`config.mk`:
```
export PLATFORM = sky130hd
export DESIGN_NAME = field_replay_seq
export DESIGN_NICKNAME = d
export VERILOG_FILES = /design/src/rtl/fr_pkg.sv /design/src/rtl/fr_arm_ctl.sv /design/src/rtl/fr_capture.sv /design/src/rtl/fr_playback.sv /design/src/rtl/field_replay_seq.sv
export SDC_FILE = /design/constraint.sdc
export NUM_CORES = 1
export LEC_CHECK = 0
export BUFFER_PORTS_ARGS = -buffer_cell sky130_fd_sc_hd__buf_2
export CORE_ASPECT_RATIO = 1.75
export CORE_MARGIN = 2
export CORE_UTILIZATION = 35
export CTS_CLUSTER_SIZE = 24
export DETAILED_ROUTE_END_ITERATION = 10
export PLACE_DENSITY_LB_ADDON = 0.05
export SKIP_CTS_REPAIR_TIMING = 1
export SLEW_MARGIN = 40
export SYNTH_ARGS = -nofsm -noshare
export SYNTH_HDL_FRONTEND = slang
export SYNTH_SLANG_ARGS = --single-unit
```
`constraint.sdc`:
```
create_clock -name clk -period 3.8 [get_ports clk]
set_clock_uncertainty 0.05 [all_clocks]
set_input_delay 0.57 -clock clk [delete_from_list [all_inputs] [get_ports clk]]
set_output_delay 0.57 -clock clk [all_outputs]
set_load 0.05 [all_outputs]
```
`src/rtl/fr_pkg.sv`:
```
package fr_pkg;

    typedef enum logic [1:0] {
        KEEP_1_OF_4  = 2'b00,
        KEEP_1_OF_6  = 2'b01,
        KEEP_1_OF_8  = 2'b10,
        KEEP_1_OF_10 = 2'b11
    } keep_code_e;

    typedef enum logic [1:0] {
        SLOW_X1 = 2'b00,
        SLOW_X2 = 2'b01,
        SLOW_X4 = 2'b10,
        SLOW_X8 = 2'b11
    } slow_code_e;

    localparam int PERIOD_W = 4;
    localparam int HOLD_W   = 7;

    typedef struct packed {
        logic armed;
        logic arm_now;
    } arm_state_t;

    function automatic logic [PERIOD_W-1:0] keep_period(keep_code_e c);
        logic [PERIOD_W-1:0] p;
        case (c)
            KEEP_1_OF_4:  p = 4'd4;
            KEEP_1_OF_6:  p = 4'd6;
            KEEP_1_OF_8:  p = 4'd8;
            default:      p = 4'd10;
        endcase
        return p;
    endfunction

    function automatic logic [HOLD_W-1:0] hold_fields(keep_code_e k, slow_code_e s);
        logic [HOLD_W-1:0] base;
        base = {{(HOLD_W-PERIOD_W){1'b0}}, keep_period(k)};
        return base << s;
    endfunction

endpackage

```
`src/rtl/fr_arm_ctl.sv`:
```
module fr_arm_ctl
    import fr_pkg::*;
#(
    parameter int NUM_WIN = 4
) (
    input  logic               clk,
    input  logic               rst,
    input  logic               save_ctl,
    input  logic [NUM_WIN-1:0] ovl_en,
    output arm_state_t         arm_st
);

    logic armed_q;
    logic arm_now;

    assign arm_now = save_ctl && !armed_q && (ovl_en == '0);

    always_ff @(posedge clk) begin
        if (rst) begin
            armed_q <= 1'b0;
        end else if (!save_ctl) begin
            armed_q <= 1'b0;
        end else if (arm_now) begin
            armed_q <= 1'b1;
        end
    end

    assign arm_st.armed   = armed_q;
    assign arm_st.arm_now = arm_now;

    // arming only happens with every overlay window off
    a_r3_arm_needs_dark: assert property (@(posedge clk) disable iff (rst)
        $rose(armed_q) |-> ($past(ovl_en) == '0));

    // a low save control disarms on the next edge
    a_r4_save_low_disarms: assert property (@(posedge clk) disable iff (rst)
        !save_ctl |=> !armed_q);

endmodule

```
`src/rtl/fr_capture.sv`:
```
module fr_capture
    import fr_pkg::*;
#(
    parameter int NUM_SLOTS = 16,
    parameter int SLOT_W    = $clog2(NUM_SLOTS),
    parameter int CNT_W     = $clog2(NUM_SLOTS + 1)
) (
    input  logic              clk,
    input  logic              rst,
    input  logic              field_start,
    input  keep_code_e        keep_code,
    input  arm_state_t        arm_st,
    output logic              fld_wr_en,
    output logic [SLOT_W-1:0] wr_slot,
    output logic [SLOT_W-1:0] wr_ptr,
    output logic [CNT_W-1:0]  valid_cnt
);

    localparam logic [SLOT_W-1:0] LAST_SLOT = SLOT_W'(NUM_SLOTS - 1);
    localparam logic [CNT_W-1:0]  FULL_CNT  = CNT_W'(NUM_SLOTS);

    logic [PERIOD_W-1:0] dec_q;
    logic [PERIOD_W-1:0] period;
    logic                dec_wrap;

    assign period   = keep_period(keep_code);
    assign dec_wrap = (dec_q >= period - PERIOD_W'(1));

    always_ff @(posedge clk) begin
        if (rst) begin
            fld_wr_en <= 1'b0;
            wr_slot   <= '0;
            wr_ptr    <= '0;
            valid_cnt <= '0;
            dec_q     <= '0;
        end else begin
            fld_wr_en <= 1'b0;
            if (arm_st.arm_now) begin
                wr_ptr    <= '0;
                valid_cnt <= '0;
                dec_q     <= '0;
            end else if (arm_st.armed) begin
                if (field_start) begin
                    if (dec_q == '0) begin
                        fld_wr_en <= 1'b1;
                        wr_slot   <= wr_ptr;
                        wr_ptr    <= (wr_ptr == LAST_SLOT) ? '0 : wr_ptr + 1'b1;
                        if (valid_cnt != FULL_CNT) begin
                            valid_cnt <= valid_cnt + 1'b1;
                        end
                    end
                    dec_q <= dec_wrap ? '0 : dec_q + 1'b1;
                end
            end else begin
                dec_q <= '0;
            end
        end
    end

    // a write pulse lasts one cycle (keep ratio is at least 4)
    a_r5_wr_single: assert property (@(posedge clk) disable iff (rst)
        fld_wr_en |=> !fld_wr_en);

    // writes come only from an armed cycle
    a_r4_wr_needs_arm: assert property (@(posedge clk) disable iff (rst)
        fld_wr_en |-> $past(arm_st.armed));

    // the fill count never passes the slot count
    a_r6_valid_bound: assert property (@(posedge clk) disable iff (rst)
        valid_cnt <= FULL_CNT);

endmodule

```
`src/rtl/fr_playback.sv`:
```
module fr_playback
    import fr_pkg::*;
#(
    parameter int NUM_SLOTS = 16,
    parameter int SLOT_W    = $clog2(NUM_SLOTS),
    parameter int CNT_W     = $clog2(NUM_SLOTS + 1)
) (
    input  logic              clk,
    input  logic              rst,
    input  logic              field_start,
    input  keep_code_e        keep_code,
    input  slow_code_e        slow_code,
    input  logic              play_ctl,
    input  arm_state_t        arm_st,
    input  logic [SLOT_W-1:0] wr_ptr,
    input  logic [CNT_W-1:0]  valid_cnt,
    output logic [SLOT_W-1:0] rd_idx,
    output logic              replay_active
);

    localparam logic [SLOT_W-1:0] LAST_SLOT = SLOT_W'(NUM_SLOTS - 1);
    localparam logic [CNT_W-1:0]  FULL_CNT  = CNT_W'(NUM_SLOTS);

    logic              play_q;
    logic [SLOT_W-1:0] rd_q;
    logic [HOLD_W-1:0] hold_q;
    logic [HOLD_W-1:0] hold_len;
    logic [SLOT_W-1:0] oldest;
    logic [SLOT_W-1:0] newest;
    logic              full;
    logic              go;

    assign full     = (valid_cnt == FULL_CNT);
    assign oldest   = full ? wr_ptr : '0;
    assign newest   = full ? ((wr_ptr == '0) ? LAST_SLOT : wr_ptr - 1'b1)
                           : SLOT_W'(valid_cnt - CNT_W'(1));
    assign hold_len = hold_fields(keep_code, slow_code);
    assign go       = play_ctl && !arm_st.armed && !arm_st.arm_now && (valid_cnt != '0);

    always_ff @(posedge clk) begin
        if (rst) begin
            play_q <= 1'b0;
            rd_q   <= '0;
            hold_q <= '0;
        end else if (!go) begin
            play_q <= 1'b0;
            hold_q <= '0;
        end else if (!play_q) begin
            play_q <= 1'b1;
            rd_q   <= oldest;
            hold_q <= '0;
        end else if (field_start) begin
            if (hold_q >= hold_len - HOLD_W'(1)) begin
                hold_q <= '0;
                rd_q   <= (rd_q == newest) ? oldest
                        : ((rd_q == LAST_SLOT) ? '0 : rd_q + 1'b1);
            end else begin
                hold_q <= hold_q + 1'b1;
            end
        end
    end

    assign rd_idx        = rd_q;
    assign replay_active = play_q;

    // dropping the play control stops replay on the next edge
    a_r9_stop_next: assert property (@(posedge clk) disable iff (rst)
        !play_ctl |=> !play_q);

    // while replaying, the read slot lies inside the filled part
    a_r8_rd_in_store: assert property (@(posedge clk) disable iff (rst)
        play_q |-> (CNT_W'(rd_q) < valid_cnt));

    // replay never runs on an empty store
    a_r10_needs_data: assert property (@(posedge clk) disable iff (rst)
        play_q |-> (valid_cnt != '0));

    // hold counter stays below the hold length
    a_r2_hold_bound: assert property (@(posedge clk) disable iff (rst)
        play_q |-> (hold_q < hold_len));

endmodule

```
`src/rtl/field_replay_seq.sv`:
```
module field_replay_seq
    import fr_pkg::*;
#(
    parameter int NUM_SLOTS = 16,
    parameter int NUM_WIN   = 4,
    localparam int SLOT_W   = $clog2(NUM_SLOTS),
    localparam int CNT_W    = $clog2(NUM_SLOTS + 1)
) (
    input  logic               clk,
    input  logic               rst,
    input  logic               field_start,
    input  logic [1:0]         capt_code,
    input  logic [1:0]         play_code,
    input  logic               save_ctl,
    input  logic               play_ctl,
    input  logic [NUM_WIN-1:0] ovl_en,
    output logic               fld_wr_en,
    output logic [SLOT_W-1:0]  wr_idx,
    output logic [SLOT_W-1:0]  rd_idx,
    output logic               replay_active
);

    arm_state_t        arm_st;
    logic [SLOT_W-1:0] wr_ptr;
    logic [CNT_W-1:0]  valid_cnt;
    keep_code_e        keep_code;
    slow_code_e        slow_code;

    assign keep_code = keep_code_e'(capt_code);
    assign slow_code = slow_code_e'(play_code);

    fr_arm_ctl #(.NUM_WIN(NUM_WIN)) arm_i (
        .clk      (clk),
        .rst      (rst),
        .save_ctl (save_ctl),
        .ovl_en   (ovl_en),
        .arm_st   (arm_st)
    );

    fr_capture #(.NUM_SLOTS(NUM_SLOTS), .SLOT_W(SLOT_W), .CNT_W(CNT_W)) cap_i (
        .clk         (clk),
        .rst         (rst),
        .field_start (field_start),
        .keep_code   (keep_code),
        .arm_st      (arm_st),
        .fld_wr_en   (fld_wr_en),
        .wr_slot     (wr_idx),
        .wr_ptr      (wr_ptr),
        .valid_cnt   (valid_cnt)
    );

    fr_playback #(.NUM_SLOTS(NUM_SLOTS), .SLOT_W(SLOT_W), .CNT_W(CNT_W)) pb_i (
        .clk           (clk),
        .rst           (rst),
        .field_start   (field_start),
        .keep_code     (keep_code),
        .slow_code     (slow_code),
        .play_ctl      (play_ctl),
        .arm_st        (arm_st),
        .wr_ptr        (wr_ptr),
        .valid_cnt     (valid_cnt),
        .rd_idx        (rd_idx),
        .replay_active (replay_active)
    );

    // the write slot matches the slot the store just advanced past
    a_r5_slot_follows_ptr: assert property (@(posedge clk) disable iff (rst)
        fld_wr_en |-> (wr_idx == ((wr_ptr == '0) ? SLOT_W'(NUM_SLOTS - 1) : wr_ptr - 1'b1)));

endmodule

```
; Yosys cells after proc, flatten, opt, wreduce, memory -nomap -nowiden
; Cells that the tools add are included.
[totals]
ff_bits = 31
inputBits = 13
out_inout_bits = 10
word_cells = 71
[classes]
add_sub_neg = 9
order_cmp = 2
eq_ne = 9
n_shift = 1
mux = 14
bitwise_logic = 6
reduce_logical = 21
[ops]
columns = cell, n
row1 = $mux 4, 10
row2 = $add 4x1->4 const B, 3
row3 = $logic_not 4->1, 3
row4 = $pmux 4 s3, 1
row5 = $sub 4x1->4 const B, 3
row6 = $eq 4x4->1 const B, 2
row7 = $reduce_and 4->1, 2
row8 = $add 7x1->7 const B, 1
row9 = $ge 7x7->1, 1
row10 = $mux 7, 1
row11 = $shl 4x2->7, 1
row12 = $sub 7x1->7 const B, 1
row13 = $not 1->1, 6
row14 = $reduce_and 3->1, 2
row15 = $reduce_or 3->1, 2
row16 = $add 5x1->5 const B, 1
row17 = $eq 5x5->1 const B, 1
row18 = $logic_and 1x1->1, 5
row19 = $ne 5x5->1 const B, 1
row20 = $reduce_bool 5->1, 1
row21 = $eq 4x4->1, 1
row22 = $ge 4x4->1, 1
row23 = $ne 2x2->1 const B, 2
row24 = $reduce_or 2->1, 2
row25 = other kinds (6), 8

; Depth between registers and ports, before layout
[depth]
ltp_word = 8
mapped_depth = 15
depth_no_buf = 15

; Modules after synthesis
; Synthesis repeated with hierarchy kept, for this count alone.
[hier_totals]
hier_cells = 269
hier_area_um2 = 2306.0
[modules_own_cells]
columns = mod, n_inst, cells_each, area_each_um2, seq_area_each_um2
row1 = fr_playback, 1, 143, 1182.4, 240.2
row2 = fr_capture, 1, 118, 1049.8, 360.3
row3 = fr_arm_ctl, 1, 8, 73.8, 20.0

; Worst setup path before layout
; Ideal clock, no wire load.
[synth_path]
kind = in2reg
start = input capt_code[1]
end = register pb_i.rd_q[0] (netlist: pb_i.rd_idx[0])
setup_time_ps = 141
arrival_time_ps = 3123
t_required_ps = 3609
setup_slack_ps = 486
cell_stages = 15
n_path_buf = 0
cell_sequence = inv_1 > ha_1 > nor2_1 > or3_1 > ha_1 > inv_1 > o21ai_0 > mux2_2 > ha_1 > a211oi_1 > o211ai_1 > a41oi_1 > nor2_1 > nor2_1 > a311oi_1
[synth_via]
elab_chain_cells = 7
elab_cells_between_ends = 9
cone_classes = 1 x add/sub / 1 x order compare / 3 x eq/ne / 1 x shift / 1 x mux / 2 x reduce/logical
[synth_rtl]
columns = item, line
row1 = start: declaration, field_replay_seq.sv:12  ; input logic [1:0] capt_code,
row2 = "$eq 2x2->1, or another cell as far along", fr_pkg.sv:27  ; case (c)
row3 = $pmux 4 s3 *, fr_pkg.sv:27
row4 = $shl 4x2->7 *, fr_pkg.sv:39  ; return base << s;
row5 = $sub 7x1->7 *, fr_playback.sv:53  ; if (hold_q >= hold_len - HOLD_W'(1)) begin
row6 = $ge 7x7->1 *, fr_playback.sv:53
row7 = $ne 2x2->1 (no source line) *, n/a
row8 = $reduce_and 3->1 (no source line) *, n/a
row9 = end signal: assignment, fr_playback.sv:50  ; rd_q <= oldest;
row10 = end signal: assignment, fr_playback.sv:55  ; rd_q <= (rd_q == newest) ? oldest
row11 = end: declaration, fr_playback.sv:25  ; logic [SLOT_W-1:0] rd_q;
; Every way passes the cells marked *; elsewhere a longest branch is shown, timed or not.
; A chain may end at the register's enable or synchronous reset.

; Worst setup path in the final report
[layout_path]
start = input capt_code[0]
end = register pb_i.rd_q[1] (netlist: pb_i.rd_idx[1])
; The elaborated chain is that of the path after synthesis.

==> run_results.csv <==
group,metric,value,unit
clocking,cts_tree,"yes",
cells_and_area,drive_gt1_share,13.1,%
sta,grt_setup_unrepaired,"false",
floorplanning,die_h,108,um
synth,yosysSeqAreaShare,28.9,%
synth,synth.net_count,304,
sta,worst_hold_slack,0.404,ns
cells_and_area,fin_util,41.2,%
synth,syn_area,0.00215,mm^2
worst_setup_path,critPathMaxFanout,6,
synth,synth_top_area_share,28.9,%
routing,drtIter0Drc,22,
worst_setup_path,crit_type,"input port to register",
placement,portBuffers,22,
synth,synthArstFlopShare,0,%
global_routing,use_met3,2.30,%
global_routing,antenna_found_initial,0,
global_routing,first_global_vias,1765,
routing,dr_total_vias,1873,
cells_and_area,fin_cells,368,
synth,ys_types,46,
hold_path,hold_path.class,"register to register",
clocking,root_buffer,"clkbuf_8",
power_and_ir_drop,vdd_ir_drop_max,0.139,mV
synth,ys_warn_count,0,
placement,dp.cells,360,
synth,synth.largest_area_cell,"dfxtp_1",
synth,avgSynthCellArea,8.02,um^2
global_routing,grt_usage,16.0,%
worst_setup_path,cp-start-kind,"input port",
global_routing,use_met2,30.5,%
synth,netlist_instances,268,
global_routing,grt-ovfl-total,0,
routing,drt-vias-per-instance,5.09,
floorplanning,core,0.00593,mm^2
placement,hpwlAfterDp,3.76,mm
sta,fmaxAchievable,296,MHz
global_routing,grt_max_degree,16,
clocking,clk_latency,0.29,ns
sta,tightest_slew,0.465,ns
placement,place.gp.congestion,0.764,
floorplanning,start_util,36.3,%
floorplanning,die_area,0.00681,mm^2
sta,report.final.slew_viol_count,0,
clocking,cts_max_path_buffers,2,
floorplanning,rows,37,
synth,yosys-top-cells-area,"dfxtp_1 (29%), ha_1 (13%), nor2_1 (5.6%)",
synth,synth_edf_count,0,
global_routing,grt_first_pass_wirelength,8.46,mm
routing,drc,0,
sta,tns,0,ns
sta,final.period_utilization,89.0,%
sta,period_needed,3.38,ns
synth,ys_ff_latch,31,
flow_run,cap_violations,0,
sta,finalSetupViolCount,0,
routing,routedWlPerCell,13.4,um
synth,synth_commonest_cells,"nor2_1 (32), dfxtp_1 (31), nand2_1 (30), ha_1 (23), a21oi_1 (17)",
cells_and_area,fillers,656,
routing,dr.pass1.iters,4,
worst_setup_path,worstPathArrival,3.54,ns
cells_and_area,synthToLayoutAreaGrowth,13.6,%
global_routing,grt_use_met1,16.8,%
sta,slew_headroom,68.7,%
global_routing,top_usage_layer,"met2",
cells_and_area,nets,325,
synth,yosysMostFrequentCell,"nor2_1",
clocking,cts_buffers,5,
power_and_ir_drop,power_density,300,mW/mm^2
floorplanning,io_pins,23,
worst_setup_path,cp-end-kind,"register",
clocking,h-tree-depth,2,
run_status,status,"finished clean",
clocking,cts.sinks,31,
floorplanning,die_w,63.2,um
sta,timing.final.hold_violations,0,
routing,wl,4.92,mm
worst_setup_path,crit_required,3.96,ns
routing,final_antenna_net_count,0,
cells_and_area,n_antenna_cell,0,
clocking,path_clk_slew,0.08,ns
synth,synth-main-ff-cell,"dfxtp_1",
power_and_ir_drop,p_leak,0.000976,uW
## where the power goes
| group | internal (uW) | switching, uW | total (uW) |
|---|---|---|---|
| registers | 325 | 0.726 | 326 |
| logic | 24.8 | 34.4 | 59.2 |
| clock network | 212 | 135 | 347 |
## flip-flops by register name (all words and copies together) (netlist names)
register and flops:
pb_i.hold_q 7, cap_i.fld_wr_en 1, cap_i.wr_slot 4, cap_i.valid_cnt 5, arm_i.armed_q 1, cap_i.wr_ptr 4
pb_i.replay_active 1, pb_i.rd_idx 4, cap_i.dec_q 4
## critical path: stages
cell	delay [ns]
buf_2	0.14
ha_1	0.21
nor2_1	0.10
or3_1	0.34
ha_1	0.23
inv_1	0.08
o21ai_0	0.08
mux2_2	0.27
ha_1	0.30
a211oi_1	0.24
o211ai_1	0.15
a41oi_1	0.39
nor2_1	0.19
a311oi_1	0.24
## metal layers
metal	vias to the layer above	routed length (um)	share of wire, %
li1	985	-	-
met2	18	2680	54
met1	864	2030	41
met3	6	109	2.2
met5	-	0	0
met4	0	108	2.2
## per-stage QoR
stage	total power [uW]	setup WS (ns)	cell area, um^2
4_1_cts	746	0.414	2440
2_1_floorplan	374	0.486	2150
6_report	732	0.417	2440
3_3_place_gp	393	0.201	2320
5_1_grt	764	0.0268	2440
3_5_place_dp	393	0.128	2320
## final cells by class
cell class / instances / area (um^2) / area share (%)
flip-flops and latches: 31 / 621 / 25.4
repair buffers: 23 / 118 / 4.82
inverters: 15 / 56.3 / 2.31
well taps: 78 / 97.6 / 4.00
clock buffers: 6 / 82.6 / 3.38
clock inverters: 2 / 35.0 / 1.43
multi-input cells: 213 / 1430 / 58.7
## final timing paths
path	depth (start not counted)	endpoint	startpoint	slack (ns)
max	14	pb_i.rd_idx[1]	capt_code[0]	0.42
max reg2reg	7	pb_i.rd_idx[2]	cap_i.wr_ptr[0]	1.38
min reg2reg	2	cap_i.wr_slot[0]	cap_i.wr_slot[0]	0.40
min	2	cap_i.wr_slot[0]	cap_i.wr_slot[0]	0.40
## kinds of logic after synthesis
logic type / count (synthesis) / share of synthesized area, %
simple gates: 111 / 25.7
compound gates: 54 / 16.8
flops: 31 / 28.9
buf+inv: 24 / 4.66
fa+ha+maj: 23 / 13.4
xor+xnor: 19 / 7.74
mux: 6 / 2.85
## cells in the final DEF, fill, tap and decap left out, types with 4 or more instances in the layout
master     n
xor2_1     9
a21oi_1   17
clkbuf_8   6
buf_2     22
ha_1      23
mux2i_1    5
inv_1     15
nor3_1     6
o21ai_0   12
nor2_1    32
nand3_1    7
nand2b_1   6
a211oi_1   4
nor2b_1    7
o211ai_1   4
xnor2_1   10
dfxtp_1   31
nand2_1   30
nand4_1    6
a311oi_1   4
Note: power is estimated with default switching activity, not from simulation.
